### config.mk
export PLATFORM = sky130hd
export DESIGN_NAME = dma_ctl_regs
export DESIGN_NICKNAME = d
export VERILOG_FILES = /design/src/rtl/dma_ctl_pkg.sv /design/src/rtl/dma_cmd_decode.sv /design/src/rtl/dma_xfer_engine.sv /design/src/rtl/dma_status_unit.sv /design/src/rtl/dma_ctl_regs.sv
export SDC_FILE = /design/constraint.sdc
export NUM_CORES = 1
export LEC_CHECK = 0
export BUFFER_PORTS_ARGS = -buffer_cell sky130_fd_sc_hd__buf_2
export CAP_MARGIN = 30
export CELL_PAD_IN_SITES_DETAIL_PLACEMENT = 1
export CELL_PAD_IN_SITES_GLOBAL_PLACEMENT = 1
export CORE_MARGIN = 2
export CORE_UTILIZATION = 52
export CTS_CLUSTER_DIAMETER = 60
export DETAILED_ROUTE_END_ITERATION = 8
export PLACE_DENSITY_LB_ADDON = 0.3
export SLEW_MARGIN = 10
export SYNTH_ARGS = -nofsm -noshare
export SYNTH_HDL_FRONTEND = slang
export SYNTH_SLANG_ARGS = --single-unit
### constraint.sdc
create_clock -name clk -period 11.7 [get_ports clk]
set_clock_uncertainty 0.2 [all_clocks]
set_input_delay 0.585 -clock clk [delete_from_list [all_inputs] [get_ports clk]]
set_output_delay 0.585 -clock clk [all_outputs]
set_load 0.05 [all_outputs]
### src/rtl/dma_ctl_pkg.sv
package dma_ctl_pkg;
  localparam int unsigned IDX_CMD   = 0;
  localparam int unsigned IDX_SCNT  = 1;
  localparam int unsigned IDX_SADDR = 2;
  localparam int unsigned IDX_WCNT  = 3;
  localparam int unsigned IDX_WADDR = 4;
  localparam int unsigned IDX_STAT  = 5;
  localparam int unsigned IDX_SDESC = 6;
  localparam int unsigned IDX_WDESC = 7;

  typedef enum logic [1:0] {
    OP_IDLE  = 2'd0,
    OP_FLUSH = 2'd1,
    OP_ABORT = 2'd2,
    OP_START = 2'd3
  } dma_op_e;

  localparam int unsigned STAT_W    = 6;
  localparam int unsigned ST_ERR    = 1;
  localparam int unsigned ST_ABT    = 2;
  localparam int unsigned ST_DONE   = 3;
  localparam int unsigned ST_SINT   = 4;
  localparam logic [STAT_W-1:0] CLEARABLE_MASK = 6'b00_1110;

  localparam int unsigned CMD_DIR_BIT    = 7;
  localparam int unsigned CMD_IRQEN_BIT  = 6;
  localparam int unsigned BC_COR_BIT     = 12;

  localparam logic [31:0] WADDR_RST = 32'hFFFF_FFFF;
  localparam logic [31:0] WDESC_RST = 32'hFFFF_FFFD;
endpackage

### src/rtl/dma_cmd_decode.sv
module dma_cmd_decode
  import dma_ctl_pkg::*;
#(
  parameter int unsigned AW = 4,
  parameter int unsigned DW = 32
) (
  input  logic          clk,
  input  logic          rst_n,
  input  logic          wr_en,
  input  logic [AW-1:0] addr,
  input  logic [DW-1:0] wdata,
  output logic          start_hit,
  output logic          idle_hit,
  output logic          flush_req,
  output logic          abort_req
);
  logic    cmd_wr;
  dma_op_e op;

  assign cmd_wr = wr_en && (addr == AW'(IDX_CMD));
  assign op     = dma_op_e'(wdata[1:0]);

  assign start_hit = cmd_wr && (op == OP_START);
  assign idle_hit  = cmd_wr && (op == OP_IDLE);

  always_ff @(posedge clk or negedge rst_n) begin
    if (!rst_n) begin
      flush_req <= 1'b0;
      abort_req <= 1'b0;
    end else begin
      flush_req <= cmd_wr && (op == OP_FLUSH);
      abort_req <= cmd_wr && (op == OP_ABORT);
    end
  end
endmodule

### src/rtl/dma_xfer_engine.sv
module dma_xfer_engine
  import dma_ctl_pkg::*;
#(
  parameter int unsigned DW    = 32,
  parameter int unsigned LEN_W = 16
) (
  input  logic             clk,
  input  logic             rst_n,
  input  logic             start,
  input  logic [DW-1:0]    start_cnt,
  input  logic [DW-1:0]    start_addr,
  input  logic             complete,
  input  logic             cmd_dir,
  input  logic             xfer_valid,
  input  logic             xfer_dir,
  input  logic [LEN_W-1:0] xfer_len,
  output logic             xfer_ready,
  output logic [DW-1:0]    wcnt_q,
  output logic [DW-1:0]    waddr_q,
  output logic             rsp_valid,
  output logic [LEN_W-1:0] rsp_len
);
  localparam int unsigned PAD_W = DW - LEN_W;

  logic             take;
  logic             dir_ok;
  logic [DW-1:0]    len_ext;
  logic [DW-1:0]    clip;
  logic [DW-1:0]    moved;

  assign xfer_ready = !start && !complete;
  assign take       = xfer_valid && xfer_ready;
  assign dir_ok     = (xfer_dir == cmd_dir);
  assign len_ext    = {{PAD_W{1'b0}}, xfer_len};
  assign clip       = (len_ext < wcnt_q) ? len_ext : wcnt_q;
  assign moved      = dir_ok ? clip : '0;

  always_ff @(posedge clk or negedge rst_n) begin
    if (!rst_n) begin
      wcnt_q  <= '0;
      waddr_q <= WADDR_RST[DW-1:0];
    end else if (complete) begin
      wcnt_q  <= '0;
    end else if (start) begin
      wcnt_q  <= start_cnt;
      waddr_q <= start_addr;
    end else if (take) begin
      wcnt_q  <= wcnt_q - moved;
      waddr_q <= waddr_q + moved;
    end
  end

  always_ff @(posedge clk or negedge rst_n) begin
    if (!rst_n) begin
      rsp_valid <= 1'b0;
      rsp_len   <= '0;
    end else begin
      rsp_valid <= take;
      if (take) rsp_len <= moved[LEN_W-1:0];
    end
  end
endmodule

### src/rtl/dma_status_unit.sv
module dma_status_unit
  import dma_ctl_pkg::*;
(
  input  logic              clk,
  input  logic              rst_n,
  input  logic              start,
  input  logic              done_set,
  input  logic              stat_wr,
  input  logic              stat_rd,
  input  logic              clr_on_read,
  input  logic [STAT_W-1:0] wbits,
  input  logic              scsi_irq,
  output logic [STAT_W-1:0] status_q,
  output logic [STAT_W-1:0] status_view
);
  logic [STAT_W-1:0] nxt;

  always_comb begin
    nxt = status_q;
    if (stat_wr && !clr_on_read) nxt = nxt & ~(wbits & CLEARABLE_MASK);
    if (stat_rd && clr_on_read)  nxt = nxt & ~CLEARABLE_MASK;
    if (start)                   nxt = '0;
    if (done_set)                nxt[ST_DONE] = 1'b1;
  end

  always_ff @(posedge clk or negedge rst_n) begin
    if (!rst_n) status_q <= '0;
    else        status_q <= nxt;
  end

  always_comb begin
    status_view          = status_q;
    status_view[ST_SINT] = status_q[ST_SINT] | scsi_irq;
  end
endmodule

### src/rtl/dma_ctl_regs.sv
module dma_ctl_regs
  import dma_ctl_pkg::*;
#(
  parameter int unsigned DW     = 32,
  parameter int unsigned AW     = 4,
  parameter int unsigned LEN_W  = 16,
  parameter int unsigned BC_IDX = 8
) (
  input  logic             clk,
  input  logic             rst_n,
  input  logic             reg_wr_en,
  input  logic             reg_rd_en,
  input  logic [AW-1:0]    reg_addr,
  input  logic [DW-1:0]    reg_wdata,
  output logic [DW-1:0]    reg_rdata,
  output logic             reg_rvalid,
  input  logic             xfer_valid,
  output logic             xfer_ready,
  input  logic             xfer_dir,
  input  logic [LEN_W-1:0] xfer_len,
  output logic             xfer_rsp_valid,
  output logic [LEN_W-1:0] xfer_rsp_len,
  input  logic             scsi_irq,
  input  logic             cmd_complete,
  output logic             dma_enable,
  output logic             flush_req,
  output logic             abort_req,
  output logic             dma_irq
);
  localparam int unsigned NSTART = 3;
  localparam int unsigned START_IDX [NSTART] = '{IDX_SCNT, IDX_SADDR, IDX_SDESC};

  logic [DW-1:0]     cmd_q;
  logic [DW-1:0]     bc_q;
  logic [DW-1:0]     wdesc_q;
  logic [DW-1:0]     start_q [NSTART];
  logic [DW-1:0]     wcnt_q;
  logic [DW-1:0]     waddr_q;
  logic [STAT_W-1:0] status_q;
  logic [STAT_W-1:0] status_view;
  logic              start_hit;
  logic              idle_hit;
  logic              stat_wr;
  logic              stat_rd;
  logic [DW-1:0]     rd_mux;

  dma_cmd_decode #(.AW(AW), .DW(DW)) u_dec (
    .clk       (clk),
    .rst_n     (rst_n),
    .wr_en     (reg_wr_en),
    .addr      (reg_addr),
    .wdata     (reg_wdata),
    .start_hit (start_hit),
    .idle_hit  (idle_hit),
    .flush_req (flush_req),
    .abort_req (abort_req)
  );

  for (genvar g = 0; g < NSTART; g++) begin : g_start
    always_ff @(posedge clk or negedge rst_n) begin
      if (!rst_n) start_q[g] <= '0;
      else if (reg_wr_en && reg_addr == AW'(START_IDX[g])) start_q[g] <= reg_wdata;
    end
  end

  always_ff @(posedge clk or negedge rst_n) begin
    if (!rst_n) begin
      cmd_q      <= '0;
      bc_q       <= '0;
      wdesc_q    <= WDESC_RST[DW-1:0];
      dma_enable <= 1'b0;
    end else begin
      if (reg_wr_en && reg_addr == AW'(IDX_CMD)) cmd_q <= reg_wdata;
      if (reg_wr_en && reg_addr == AW'(BC_IDX))  bc_q  <= reg_wdata;
      if (start_hit) begin
        wdesc_q    <= start_q[2];
        dma_enable <= 1'b1;
      end else if (idle_hit) begin
        dma_enable <= 1'b0;
      end
    end
  end

  dma_xfer_engine #(.DW(DW), .LEN_W(LEN_W)) u_xfer (
    .clk        (clk),
    .rst_n      (rst_n),
    .start      (start_hit),
    .start_cnt  (start_q[0]),
    .start_addr (start_q[1]),
    .complete   (cmd_complete),
    .cmd_dir    (cmd_q[CMD_DIR_BIT]),
    .xfer_valid (xfer_valid),
    .xfer_dir   (xfer_dir),
    .xfer_len   (xfer_len),
    .xfer_ready (xfer_ready),
    .wcnt_q     (wcnt_q),
    .waddr_q    (waddr_q),
    .rsp_valid  (xfer_rsp_valid),
    .rsp_len    (xfer_rsp_len)
  );

  assign stat_wr = reg_wr_en && reg_addr == AW'(IDX_STAT);
  assign stat_rd = reg_rd_en && reg_addr == AW'(IDX_STAT);

  dma_status_unit u_stat (
    .clk         (clk),
    .rst_n       (rst_n),
    .start       (start_hit),
    .done_set    (cmd_complete),
    .stat_wr     (stat_wr),
    .stat_rd     (stat_rd),
    .clr_on_read (bc_q[BC_COR_BIT]),
    .wbits       (reg_wdata[STAT_W-1:0]),
    .scsi_irq    (scsi_irq),
    .status_q    (status_q),
    .status_view (status_view)
  );

  assign dma_irq = status_q[ST_DONE] && cmd_q[CMD_IRQEN_BIT];

  always_comb begin
    rd_mux = '0;
    if (reg_addr == AW'(BC_IDX)) rd_mux = bc_q;
    else begin
      case (reg_addr)
        AW'(IDX_CMD):   rd_mux = cmd_q;
        AW'(IDX_SCNT):  rd_mux = start_q[0];
        AW'(IDX_SADDR): rd_mux = start_q[1];
        AW'(IDX_WCNT):  rd_mux = wcnt_q;
        AW'(IDX_WADDR): rd_mux = waddr_q;
        AW'(IDX_STAT):  rd_mux = {{(DW-STAT_W){1'b0}}, status_view};
        AW'(IDX_SDESC): rd_mux = start_q[2];
        AW'(IDX_WDESC): rd_mux = wdesc_q;
        default:        rd_mux = '0;
      endcase
    end
  end

  always_ff @(posedge clk or negedge rst_n) begin
    if (!rst_n) begin
      reg_rdata  <= '0;
      reg_rvalid <= 1'b0;
    end else begin
      reg_rvalid <= reg_rd_en;
      if (reg_rd_en) reg_rdata <= rd_mux;
    end
  end
endmodule

Yosys cells after proc, flatten, opt, wreduce, memory -nomap -nowiden:

Cells that the tools add are included.

* bitwise gates (word level): 4
* reduce and logical (&&, ||, !) cells: 27
* add/sub/neg operators: 2
* $lt $le $gt $ge: 1
* eq/ne operators: 12
* multiplexer cells: 15

Operator list (number)
* $mux 32: 8
* $pmux 32 s8: 1
* $add 32x32->32: 1
* $lt 16x32->1: 1
* $sub 32x32->32: 1
* $eq 4x3->1 const B: 4
* $logic_and 1x1->1: 16
* $mux 6: 2
* $eq 4x2->1 const B: 2
* $and 6x6->6: 1
* $not 4->6: 1
* $reduce_bool 3->1: 2
* $eq 2x2->1 const B: 2
* $eq 4x1->1 const B: 1
* $eq 4x4->1 const B: 1
* $logic_not 4->1: 1
* $mux 4: 1
* $reduce_bool 2->1: 2
* $reduce_bool 4->1: 1
* $logic_not 1->1: 3
* $mux 1: 3
* $eq 2x1->1 const B: 1
* $logic_not 2->1: 1
* $reduce_and 2->1: 1
* 3 further kinds: 3

* output and inout bits: 55
* word-level logic and storage cells: 79
* register bits: 315

Longest topological paths before layout:

Gate-level depths: netlist of the first run.

* depth in word-level cells: 9
* depth in mapped cells: 22

Hierarchy:

From an unflattened synthesis of the first run, not the netlist that was laid out.

* cells, all modules: 1708
* area total of the unflattened synthesis: 18226.2 sq um

Modules (own cells, without submodules)
* dma_ctl_regs: instances 1, area an instance 10502.6 sq um, cells an instance 776
* dma_xfer_engine: instances 1, area an instance 7417.1 sq um, cells an instance 902
* dma_status_unit: instances 1, area an instance 198.9 sq um, cells an instance 20
* dma_cmd_decode: instances 1, area an instance 107.6 sq um, cells an instance 10

Worst setup path before layout of the first run:

OpenSTA, ideal clock, no wires.

* kind: input port to flip-flop
* from: in xfer_len[11]
* to: reg u_xfer.wcnt_q[28]
* setup slack: 6361 ps
* data arrival time: 5013 ps
* cell stages on the path: 19
* cells stage by stage: ha_1 -> nand4_1 -> nor4b_1 -> a31oi_1 -> a2111oi_4 -> buf_4 -> mux2i_1 -> nor2_1 -> inv_1 -> ha_1 -> a21o_1 -> or4_2 -> o211ai_1 -> nand3_1 -> a31oi_1 -> o21ai_1 -> a41oi_1 -> xor2_1 -> a2111oi_0

* cells in the longest elaborated chain, start to end: 7

RTL lines
* from (decl): RTL line dma_ctl_regs.sv:20 `input logic [LEN_W-1:0] xfer_len,`
* $lt 16x32->1: RTL line dma_xfer_engine.sv:35 `assign clip = (len_ext < wcnt_q) ? len_ext : wcnt_q;`
* $mux 32: RTL line dma_xfer_engine.sv:35
* $mux 32: RTL line dma_xfer_engine.sv:36 `assign moved = dir_ok ? clip : '0;`
* named net u_xfer.moved[4]: RTL line dma_xfer_engine.sv:29 `logic [DW-1:0] moved;`
* $sub 32x32->32: RTL line dma_xfer_engine.sv:48 `wcnt_q <= wcnt_q - moved;`
* $mux 32: RTL line dma_xfer_engine.sv:47 `end else if (take) begin`
* $mux 32: RTL line dma_xfer_engine.sv:44 `end else if (start) begin`
* $mux 32: RTL line dma_xfer_engine.sv:42 `end else if (complete) begin`
* to (signal assigned): RTL line dma_xfer_engine.sv:45 `wcnt_q <= start_cnt;`
* to (signal assigned): RTL line dma_xfer_engine.sv:48
* to (decl): RTL line dma_xfer_engine.sv:18 `output logic [DW-1:0] wcnt_q,`

The timed path passes the listed nets, and every way through them passes these cells. The select of a mux whose other input is x is not followed.
A chain may end at the register's enable or synchronous reset.

Worst setup path in the final report of the first run:

* from: reg u_xfer.wcnt_q[10]
* to: reg u_xfer.waddr_q[24]

* cells in the longest elaborated chain, start to end: 6

RTL lines
* $lt 16x32->1: RTL line dma_xfer_engine.sv:35
* $mux 32: RTL line dma_xfer_engine.sv:35
* $mux 32: RTL line dma_xfer_engine.sv:36
* named net u_xfer.moved[0]: RTL line dma_xfer_engine.sv:29
* $add 32x32->32: RTL line dma_xfer_engine.sv:49 `waddr_q <= waddr_q + moved;`
* $mux 32: RTL line dma_xfer_engine.sv:47
* $mux 32: RTL line dma_xfer_engine.sv:44
* to (signal assigned): RTL line dma_xfer_engine.sv:41 `waddr_q <= WADDR_RST[DW-1:0];`
* to (signal assigned): RTL line dma_xfer_engine.sv:46 `waddr_q <= start_addr;`
* to (signal assigned): RTL line dma_xfer_engine.sv:49
* to (decl): RTL line dma_xfer_engine.sv:19 `output logic [DW-1:0] waddr_q,`

The timed path passes the listed nets, and every way through them passes these cells. The select of a mux whose other input is x is not followed.

==> results of run 1 <==
## layout make-up
type                    instances  area, um2
multi-input cells            1262       9104
well taps                     442      553.0
clock buffers                  61       1202
clock inverters                12      135.1
flip-flops and latches        312       7886
repair buffers                147      908.4
fillers                      3575      12740
inverters                      46      172.7
## path summary, 6_finish.rpt
path                                         from            endpoint  slack, ns  cells after the start
max in group asynchronous                   rst_n           cmd_q[16]       9.40                      3
worst max-delay path            u_xfer.wcnt_q[10]  u_xfer.waddr_q[24]       5.46                     20
worst max register to register  u_xfer.wcnt_q[10]  u_xfer.waddr_q[24]       5.46                     20
worst min-delay path                reg_wdata[18]         start_q[18]       0.14                      2
worst min register to register         wdesc_q[4]          wdesc_q[4]       0.26                      2
min in group asynchronous                   rst_n   u_xfer.rsp_len[8]       0.47                      2
## layer usage
layer  part of all wire  wire (um)  GRT usage
met2               0.46      29310     0.5868
met3              0.070       4491    0.05779
met1               0.44      28020     0.5138
met4              0.030       1927     0.1154
met5                  0          0          0
## placed cells by master, fill, tap and decap left out, drive strengths merged, types with 25 or more instances in the layout
master / synthesis / final
mux2: 173 / 173
buf: 30 / 146
clkbuf: 71 / 61
dfrtp: 249 / 249
a21o: 38 / 38
nand2: 190 / 190
a221oi: 34 / 34
conb: 2 / 30
a22o: 34 / 34
o21ai: 54 / 54
a22oi: 25 / 25
a21oi: 98 / 98
nor2: 128 / 128
a31oi: 29 / 29
mux2i: 28 / 28
dfstp: 63 / 63
ha: 77 / 77
inv: 46 / 52
a211oi: 31 / 31
## worst reg2reg max path, cell delays in order (launching register included)
cell       delay, ns
dfrtp_1         0.56
inv_1           0.11
ha_1            0.31
nand4_1         0.13
nor4b_1         0.34
a31oi_1         0.17
a2111oi_4       0.36
buf_4           0.34
mux2i_1         0.34
nor2_1          0.12
ha_1            0.29
fa_1            0.49
a21oi_1         0.25
o22ai_1         0.21
a41o_1          0.30
o21ai_0         0.54
a211oi_1        0.23
o21ai_0         0.39
o21ai_0         0.19
xnor2_1         0.15
a21oi_1         0.15
## sequential cells by signal (all words and copies together), names as in the netlist, 3 cells and up
| name | cells |
|---|---|
| wdesc_q | 32 |
| start_q | 96 |
| reg_rdata | 32 |
| u_stat.status_q | 3 |
| bc_q | 32 |
| u_xfer.rsp_len | 16 |
| u_xfer.waddr_q | 32 |
| cmd_q | 32 |
| u_xfer.wcnt_q | 32 |
## cells by family (layout without fill, tap and decap cells)
group	count (synthesis)	in the layout
AOI/OAI and AO/OA	480	480
xor gates and xnor gates	46	46
adders and majority gates	79	79
buffers and inverters	147	266
DFF	312	312
muxes	202	202
other	2	30
and+or+nand+nor	425	425
## power breakdown
part / internal, mW / leakage [nW] / switching, mW
Combinational: 0.676 / 4.70 / 0.995
Clock: 0.742 / 0.654 / 0.509
Sequential: 1.38 / 3.75 / 0.292
Total: 2.80 / 9.11 / 1.80
## stage by stage
stage / power (mW) / setup slack (ns) / utilization / hold slack (ns)
2_1_floorplan: 2.731 / 6.361 / - / 0.08941
4_1_cts: 4.552 / 5.539 / 0.6081 / 0.1251
3_5_place_dp: 3.283 / 5.556 / 0.5669 / 0.2492
6_report: 4.593 / 5.465 / 0.6104 / 0.1445
5_1_grt: 4.823 / 5.125 / 0.6104 / 0.1458
3_3_place_gp: 3.216 / 5.808 / 0.5655 / 0.2444
## timing repair
item	in CTS	in global routing
hold buffers	1	0
endpoints found under the setup margin	0	0
endpoints found under the hold margin	82	0
==> flow_summary.yaml, run 1 <==
outcome:
  status: "completed"
floorplanning:
  die_w_um: 186.9
  ioPinCount: 115
  initial_core_util: 0.5319
  core_area_um2: 32700
  num_rows: 66
  die_y_um: 186.9
  dieArea_um2: 34930
cells_and_area:
  stdcell_area_um2: 19960
  area_growth_pct: 14.77
  final_layout_size_suffix_gt1_frac: 0.2565
  stdcell_count: 2282
  n_antenna_cell: 0
  nets: 1948
clock_network:
  cts_resized: 0
  numCtsBuffers: 40
  cts_setup_buffers: 0
  clk_pin_slew_ns: 0.06
  clock_path_buffers: 3
  root_buffer: "clkbuf_16"
  htree_levels: 2
  clk_latency_ns: 0.55
  cts_tree: "done"
  clock_sinks: 312
sta:
  setup-violations-final: 0
  rsz0062_at_grt: "false"
  fmax_ghz: 0.1604
  hold_violations: 0
  tightest_slew_ns: 1.030
  fin_crit_ns: 6.235
  max_slew_margin: 0.3118
  maxSlewViolCount: 0
  fin_crit_sh: 0.5329
  tns_ns: 0
worst_setup_path:
  startpoint_type: "register"
  path_class: "reg2reg"
  crit_chain: "inv_1 -> ha_1 -> nand4_1 -> nor4b_1 -> a31oi_1 -> a2111oi_4 -> buf_4 -> mux2i_1 -> nor2_1 -> ha_1 -> fa_1 -> a21oi_1 -> o22ai_1 -> a41o_1 -> o21ai_0 -> a211oi_1 -> o21ai_0 -> o21ai_0 -> xnor2_1 -> a21oi_1"
  worstPathArrival_ns: 6.51
  endpoint_kind: "register"
  cp_num_buf_inv: 2
  crit_top_cell: "o21ai_0"
  cp_slowest_cell: "dfrtp_1"
  slowest_delay_ns: 0.56
  cpLargestDelayFamily: "compound AO/OA/AOI/OAI gates"
  critPathMaxFanout: 16
  required_ns: 11.98
drt:
  routedWlPerCell_um: 27.94
  final_antenna_net_count: 0
  vias: 15010
  drtPass1Iterations: 6
  via_per_inst: 6.579
  drtIter0Drc: 1285
  drt_wl_total_mm: 63.75
  route.detailed.drc: 0
worst_hold_path:
  hold_path_class: "in2reg"
synthesis:
  synth_area_leaders: "dfrtp_1 36%, mux2_2 11%, dfstp_2 9.5%"
  synth_warnings: 0
  ys.flop_type: "dfrtp_1"
  async_flop_share: 1.000
  syn_inst: 1693
  yosysSeqAreaShare: 0.4534
  synth_fa_ha_area_frac: 0.05769
  synth_commonest_cells: "249 x dfrtp_1, 190 x nand2_1, 173 x mux2_2, 128 x nor2_1, 97 x a21oi_1"
  yosysMostFrequentCell: "dfrtp_1"
  yosys.area.top_type: "dfrtp_1"
  synth-edff-count: 0
  yosysUniqueCellTypes: 75
  yosysTopAreaCellShare: 0.3582
  synth_xor_area_frac: 0.02316
  synth_mux_area_frac: 0.1294
  syn-mean-instance-area_um2: 10.27
  synth_simple_gate_area_frac: 0.1070
  synth_compound_area_frac: 0.1967
  syn-cell-area_um2: 17390
  ys_seq_elements: 312
  synth_top_family_by_area: "compound AO/OA/AOI/OAI gates"
power_and_ir_drop:
  ir_worst_vdd_v: 0.0001462
  p_leak_nw: 9.113
  power.density_nw_per_um2: 230.1
global_route:
  grt_pass1_vias: 15940
  grt-ovfl-total: 0
  grt_pass1_wl_mm: 98.56
  antenna_found_initial: 0
  grt_util_all_layers: 0.3666
  grt_max_degree: 106
placement:
  placed_cells: 2205
  numPortBuffers: 114
  place_area_um2: 18540
  dp_hpwl_mm: 43.50
  place.gp.congestion: 0.9280
run:
  maxCapViolations: 0
(Power assumes the default switching activity.)
==> run 2, diff against run 1 <==
--- a/config.mk
+++ b/config.mk
@@ -5,12 +5,13 @@
 export SDC_FILE = /design/constraint.sdc
 export NUM_CORES = 1
 export LEC_CHECK = 0
+export ABC_AREA = 1
 export BUFFER_PORTS_ARGS = -buffer_cell sky130_fd_sc_hd__buf_2
 export CAP_MARGIN = 30
 export CELL_PAD_IN_SITES_DETAIL_PLACEMENT = 1
 export CELL_PAD_IN_SITES_GLOBAL_PLACEMENT = 1
 export CORE_MARGIN = 2
-export CORE_UTILIZATION = 52
+export CORE_UTILIZATION = 45
 export CTS_CLUSTER_DIAMETER = 60
 export DETAILED_ROUTE_END_ITERATION = 8
 export PLACE_DENSITY_LB_ADDON = 0.3
==> constraint.sdc (replaced) <==
create_clock -name clk -period 6.5 [get_ports clk]
set_clock_uncertainty 0.2 [all_clocks]
set_input_delay 0.325 -clock clk [delete_from_list [all_inputs] [get_ports clk]]
set_output_delay 0.325 -clock clk [all_outputs]
set_load 0.05 [all_outputs]
==> flow_summary.yaml, run 2 <==
sta:
  tns_ns: 0
  whs_ns: 0.02353
  fin_crit_ns: 5.093
  fin_crit_sh: 0.7835
  max_slew_margin: 0.2696
  setup-violations-final: 0
  rsz0062_at_grt: "false"
  tightest_slew_ns: 1.096
  hold_violations: 0
  fmax_ghz: 0.1964
  maxSlewViolCount: 0
worst_setup_path:
  required_ns: 6.74
  r2r_slack_ns: 1.41
  cp-startpoint: "u_xfer.wcnt_q[11]"
  cpLargestDelayFamily: "simple AND/OR/NAND/NOR gates"
  crit_top_cell: "nand2_1"
  regToRegEndpoint: "u_xfer.wcnt_q[24]"
  cp_slowest_cell: "nand2_1"
  path_class: "reg2reg"
  startpoint_type: "register"
  reg2reg_depth: 19
  worstPathArrival_ns: 5.33
  crit_chain: "inv_1 -> ha_1 -> a21oi_1 -> o21ai_0 -> a21oi_1 -> nand2_1 -> nand2_1 -> nand2_1 -> and3_1 -> ha_1 -> fa_1 -> nor2_1 -> nor2_1 -> o21ai_0 -> nand4_1 -> nand4_1 -> nand3_1 -> nand2_1 -> nand2_1"
  slowest_delay_ns: 0.63
  critPathMaxFanout: 17
  timing.rr.start: "u_xfer.wcnt_q[11]"
  cp_num_buf_inv: 1
  endpoint_kind: "register"
clock_network:
  root_buffer: "clkbuf_16"
  cts_setup_buffers: 0
  cts_tree: "done"
  clock_path_buffers: 3
  clk_latency_ns: 0.56
  numCtsBuffers: 41
  htree_levels: 2
  cts_resized: 0
  clock_sinks: 312
  clk_pin_slew_ns: 0.06
worst_hold_path:
  hold_start: "xfer_dir"
  min_path_cells: 4
  hold_path_class: "in2reg"
  holdPathEnd: "u_xfer.rsp_len[3]"
synthesis:
  async_flop_share: 1.000
  synth_top_family_by_area: "simple AND/OR/NAND/NOR gates"
  ys.flop_type: "dfrtp_1"
  syn-mean-instance-area_um2: 7.072
  synth_simple_gate_area_frac: 0.2538
  synth_compound_area_frac: 0.1623
  synth_area_leaders: "dfrtp_1 33%, nand2_1 16%, dfstp_2 8.8%"
  syn-cell-area_um2: 18900
  synth_warnings: 0
  synth_xor_area_frac: 0.007876
  synth_commonest_cells: "787 x nand2_1, 421 x inv_1, 297 x o21ai_0, 249 x dfrtp_1, 156 x nand3_1"
  yosysSeqAreaShare: 0.4172
  syn_inst: 2673
  ys_seq_elements: 312
  synth_mux_area_frac: 0
  yosysMostFrequentCell: "nand2_1"
  yosysUniqueCellTypes: 43
  yosysTopAreaCellShare: 0.3296
  yosys.area.top_type: "dfrtp_1"
  synth_fa_ha_area_frac: 0.05308
  synth-edff-count: 0
placement:
  dp_hpwl_mm: 54.51
  place.gp.congestion: 0.9574
  placed_cells: 3279
  numPortBuffers: 114
floorplanning:
  initial_core_util: 0.4537
  num_rows: 75
  dieArea_um2: 43660
  die_w_um: 209.0
  core_area_um2: 41670
  die_y_um: 209.0
  ioPinCount: 115
cells_and_area:
  stdcell_count: 3405
  largest_register: "start_q"
  final_cell_mix: "783 x nand2_1, 421 x inv_1, 297 x o21ai_0"
  final_core_utilization: 0.5286
  final_common_cell: "nand2_1"
  largest_register_ffs: 96
  area_growth_pct: 16.49
  n_antenna_cell: 0
  final_layout_size_suffix_gt1_frac: 0.1001
  nets: 2974
drt:
  routedWlPerCell_um: 22.64
  drtIter0Drc: 1686
  route.detailed.drc: 0
  drtPass1Iterations: 5
  via_per_inst: 5.766
  drt_wl_total_mm: 77.09
  final_antenna_net_count: 0
  vias: 19630
power_and_ir_drop:
  p_sw_mw: 3.872
  p_leak_nw: 11.41
  power_frac_comb: 0.417
  pwr-share-seq: 0.320
  power.internal_mw: 4.958
  ir_worst_vdd_v: 0.0002360
  swShare: 0.4385
  power.density_nw_per_um2: 400.9
  clkPwrFrac: 0.263
global_route:
  grt_util_all_layers: 0.3554
  antenna_found_initial: 3
  grt-ovfl-total: 0
  grt_max_degree: 188
  grt_pass1_wl_mm: 119.6
  grt_pass1_vias: 20520
outcome:
  status: "completed"
run:
  maxCapViolations: 0
run 2: how the worst max path moves through the flow:
| stage | cells after the start | endpoint | slack (ns) |
|---|---|---|---|
| finish | 19 | u_xfer.wcnt_q[24] | 1.41 |
| global route | 23 | u_xfer.wcnt_q[30] | 1.07 |
| CTS | 21 | u_xfer.wcnt_q[24] | 1.53 |
| detailed placement | 23 | u_xfer.wcnt_q[30] | 1.53 |
| global placement | 19 | u_xfer.wcnt_q[24] | 1.65 |
| floorplan | 24 | u_xfer.wcnt_q[30] | 2.86 |
run 2: cell families after synthesis:
family                   after synthesis
AO/OA/AOI/OAI                        561
XOR/XNOR                              17
adder cells (fa/ha/maj)               79
buffers and inverters                526
flip-flops                           312
other                                  2
AND/OR/NAND/NOR                     1176
run 2: final cells by class:
class / count / area, um2
Clock inverter: 19 / 210.2
Inverter: 425 / 1597
Multi-Input combinational cell: 1863 / 9159
Tap cell: 539 / 674.4
Clock buffer: 55 / 1149
Timing Repair Buffer: 192 / 1348
Fill cell: 5397 / 19640
Sequential cell: 312 / 7886
run 2: layer usage:
metal,up-vias,share of wire,GRT usage
met5,-,0.00034,0
met4,4,0.024,0.09433
met3,128,0.071,0.06147
met2,684,0.45,0.5611
met1,9884,0.45,0.5057
li1,8932,-,-
run 2: what timing repair did:
item                       4_1_cts  5_1_grt
hold buffers                    51        0
hold endpoints to repair       264        0
setup endpoints to repair        0        0
run 2: metrics by stage:
stage | power, mW | area [um2] | setup WS [ns]
2_1_floorplan | 5.158 | 19010 | 2.857
3_3_place_gp | 6.211 | 20080 | 1.646
3_5_place_dp | 6.333 | 20130 | 1.533
4_1_cts | 8.704 | 22000 | 1.532
5_1_grt | 9.367 | 22020 | 1.066
6_report | 8.830 | 22020 | 1.407
run 2: worst register-to-register path, cell delays in order (launching register included):
cell and delay, ns:
dfrtp_1 0.39, inv_1 0.23, ha_1 0.30, a21oi_1 0.15, o21ai_0 0.11, a21oi_1 0.15, nand2_1 0.37, nand2_1 0.63
nand2_1 0.17, and3_1 0.21, ha_1 0.27, fa_1 0.47, nor2_1 0.13, nor2_1 0.10, o21ai_0 0.43, nand4_1 0.24
nand4_1 0.13, nand3_1 0.14, nand2_1 0.13, nand2_1 0.05
run 2: power groups by stage:
stage                     registers (mW)  logic [mW]  clock network [mW]
after floorplan                     2.88        2.28                   0
after global placement              2.80        3.41                   0
after detailed placement            2.83        3.51                   0
after CTS                           2.80        3.58                2.32
after global routing                2.87        4.09                2.41
final                               2.83        3.68                2.32
==> run 3, diff against run 2 <==
--- a/config.mk
+++ b/config.mk
@@ -5,13 +5,13 @@
 export SDC_FILE = /design/constraint.sdc
 export NUM_CORES = 1
 export LEC_CHECK = 0
-export ABC_AREA = 1
+export ABC_AREA = 0
 export BUFFER_PORTS_ARGS = -buffer_cell sky130_fd_sc_hd__buf_2
 export CAP_MARGIN = 30
 export CELL_PAD_IN_SITES_DETAIL_PLACEMENT = 1
 export CELL_PAD_IN_SITES_GLOBAL_PLACEMENT = 1
 export CORE_MARGIN = 2
-export CORE_UTILIZATION = 45
+export CORE_UTILIZATION = 49
 export CTS_CLUSTER_DIAMETER = 60
 export DETAILED_ROUTE_END_ITERATION = 8
 export PLACE_DENSITY_LB_ADDON = 0.3
==> constraint.sdc (replaced) <==
create_clock -name clk -period 4.8 [get_ports clk]
set_clock_uncertainty 0.2 [all_clocks]
set_input_delay 0.24 -clock clk [delete_from_list [all_inputs] [get_ports clk]]
set_output_delay 0.24 -clock clk [all_outputs]
set_load 0.05 [all_outputs]
==> flow_summary.yaml, run 3 (synthesis gave the netlist of run 1 again) <==
outcome:
  status: "finished, violations left"
  violations: "setup timing"
floorplanning:
  die_y_um: 192.4
  core_area_um2: 35220
  num_rows: 69
  ioPinCount: 115
  initial_core_util: 0.4938
  die_w_um: 192.4
  dieArea_um2: 37020
drt:
  drt_wl_total_mm: 70.68
  final_antenna_net_count: 0
  route.detailed.drc: 0
  drtPass1Iterations: 6
  routedWlPerCell_um: 27.99
  via_per_inst: 6.397
  vias: 16150
  drtIter0Drc: 1256
sta:
  fin_crit_sh: 1.121
  rsz0062_at_grt: "true"
  setup-violations-final: 43
  fin_crit_ns: 5.383
  fmax_ghz: 0.1858
  max_slew_margin: 0.3042
  tightest_slew_ns: 1.038
  setup_ws_ns: -0.5826
  hold_violations: 0
  maxSlewViolCount: 0
worst_setup_path:
  slowest_delay_ns: 0.47
  endpoint_kind: "register"
  cp_slowest_cell: "a2111oi_4"
  worstPathArrival_ns: 5.67
  cpLargestDelayFamily: "compound AO/OA/AOI/OAI gates"
  startpoint_type: "register"
  timing.rr.start: "u_xfer.wcnt_q[6]"
  path_class: "reg2reg"
  regToRegEndpoint: "u_xfer.waddr_q[31]"
  cp_num_buf_inv: 5
  cp.depth: 23
  crit_chain: "inv_1 -> ha_1 -> o21a_1 -> nor2_2 -> nor4b_2 -> a31oi_2 -> a2111oi_4 -> buf_6 -> buf_12 -> mux2i_4 -> nor2_1 -> buf_4 -> ha_1 -> a21o_1 -> a21oi_1 -> o21ai_1 -> a221oi_2 -> o221a_2 -> a21oi_2 -> or2_2 -> buf_4 -> a41o_1 -> nor2_1"
  r2r_slack_ns: -0.58
  reg2reg_depth: 23
  critPathMaxFanout: 7
  required_ns: 5.09
power_and_ir_drop:
  power.internal_mw: 7.762
  power.density_nw_per_um2: 563.8
  swShare: 0.3912
  pwr-share-seq: 0.310
  clkPwrFrac: 0.241
  ir_worst_vdd_v: 0.0003850
  p_sw_mw: 4.987
  power_frac_comb: 0.448
  p_leak_nw: 10.32
global_route:
  globalRouteMet2Util: 0.5931
  busiest_layer: "met2"
  grt-ovfl-total: 0
  globalRouteMet1Util: 0.5191
  antenna_found_initial: 1
  grt_max_degree: 112
  grt_util_all_layers: 0.3765
  use_met3: 0.06492
  grt_pass1_vias: 16820
  grt_pass1_wl_mm: 103.6
cells_and_area:
  final_layout_size_suffix_gt1_frac: 0.3815
  largest_register: "start_q"
  area_growth_pct: 30.01
  nets: 2170
  final_cell_mix: "249 x dfrtp_1, 202 x buf_4, 185 x nand2_1"
  stdcell_count: 2525
  final_common_cell: "dfrtp_1"
  largest_register_ffs: 96
clock_network:
  root_buffer: "clkbuf_16"
  clock_sinks: 312
  clk_latency_ns: 0.58
  numCtsBuffers: 40
  cts_tree: "done"
  clk_pin_slew_ns: 0.06
  clock_path_buffers: 3
  htree_levels: 2
worst_hold_path:
  hold_start: "xfer_len[1]"
  holdPathEnd: "u_xfer.rsp_len[1]"
  hold_path_class: "in2reg"
  min_path_cells: 4
placement:
  dp_hpwl_mm: 46.87
  place.gp.congestion: 0.9526
  numPortBuffers: 114
  pre_cts_ws_ns: -0.6317
  placed_cells: 2380
run:
  maxCapViolations: 0
## run 3: through the flow
step | total power [mW] | setup TNS [ns] | hold slack [ns] | utilization | area (um2)
finish | 12.75 | -11.37 | 0.07587 | 0.6419 | 22610
global route | 13.31 | -18.52 | 0.07398 | 0.6419 | 22610
CTS | 12.02 | -5.282 | 0.03221 | 0.6231 | 21950
detailed placement | 8.612 | -12.47 | 0.1684 | 0.5624 | 19810
global placement | 8.404 | -4.425 | 0.1526 | 0.5618 | 19790
floorplan | 6.676 | -0.2362 | -0.2556 | - | 17540
## run 3: repair_timing
action                                  4_1_cts  5_1_grt
gates resized for setup                      69      104
hold buffers                                 39        0
setup buffers                                14       16
hold endpoints to repair                    257        0
endpoints found under the setup margin       41       53
pin swaps                                    29       57
## run 3: power by group through the flow
stage	combinational, mW	sequential [mW]	clock, mW
6_report	5.71	3.96	3.08
5_1_grt	6.11	4.00	3.20
4_1_cts	5.02	3.91	3.09
3_5_place_dp	4.67	3.94	0
3_3_place_gp	4.52	3.88	0
2_1_floorplan	2.73	3.94	0
## run 3: worst max path at each step
stage / from / end / slack (ns)
2_1_floorplan: u_xfer.wcnt_q[7] / u_xfer.wcnt_q[28] / -0.09
3_3_place_gp: u_xfer.wcnt_q[7] / u_xfer.waddr_q[31] / -0.29
3_5_place_dp: u_xfer.wcnt_q[6] / u_xfer.waddr_q[31] / -0.63
4_1_cts: u_xfer.wcnt_q[7] / u_xfer.waddr_q[31] / -0.35
5_1_grt: u_xfer.wcnt_q[6] / u_xfer.wcnt_q[31] / -0.66
6_report: u_xfer.wcnt_q[6] / u_xfer.waddr_q[31] / -0.58
## run 3: per-layer routing
metal / routed length, um / part of all wire
met5: 10 / 0.00014
met4: 2795 / 0.040
met3: 5223 / 0.074
met2: 32500 / 0.46
met1: 30150 / 0.43
## run 3: final cells by class
type                    instances  area [um2]
flip-flops and latches        312        7886
diodes                          1       2.502
clock inverters                16       177.7
multi-input cells            1262        9912
inverters                      46       172.7
well taps                     461       576.8
repair buffers                369        2723
clock buffers                  58        1161
fillers                      3740       12610
## run 3: tightest hold or removal path, cell delays in order
cell	delay, ns
buf_2	0.14
mux2i_4	0.21
buf_4	0.15
o31ai_1	0.06
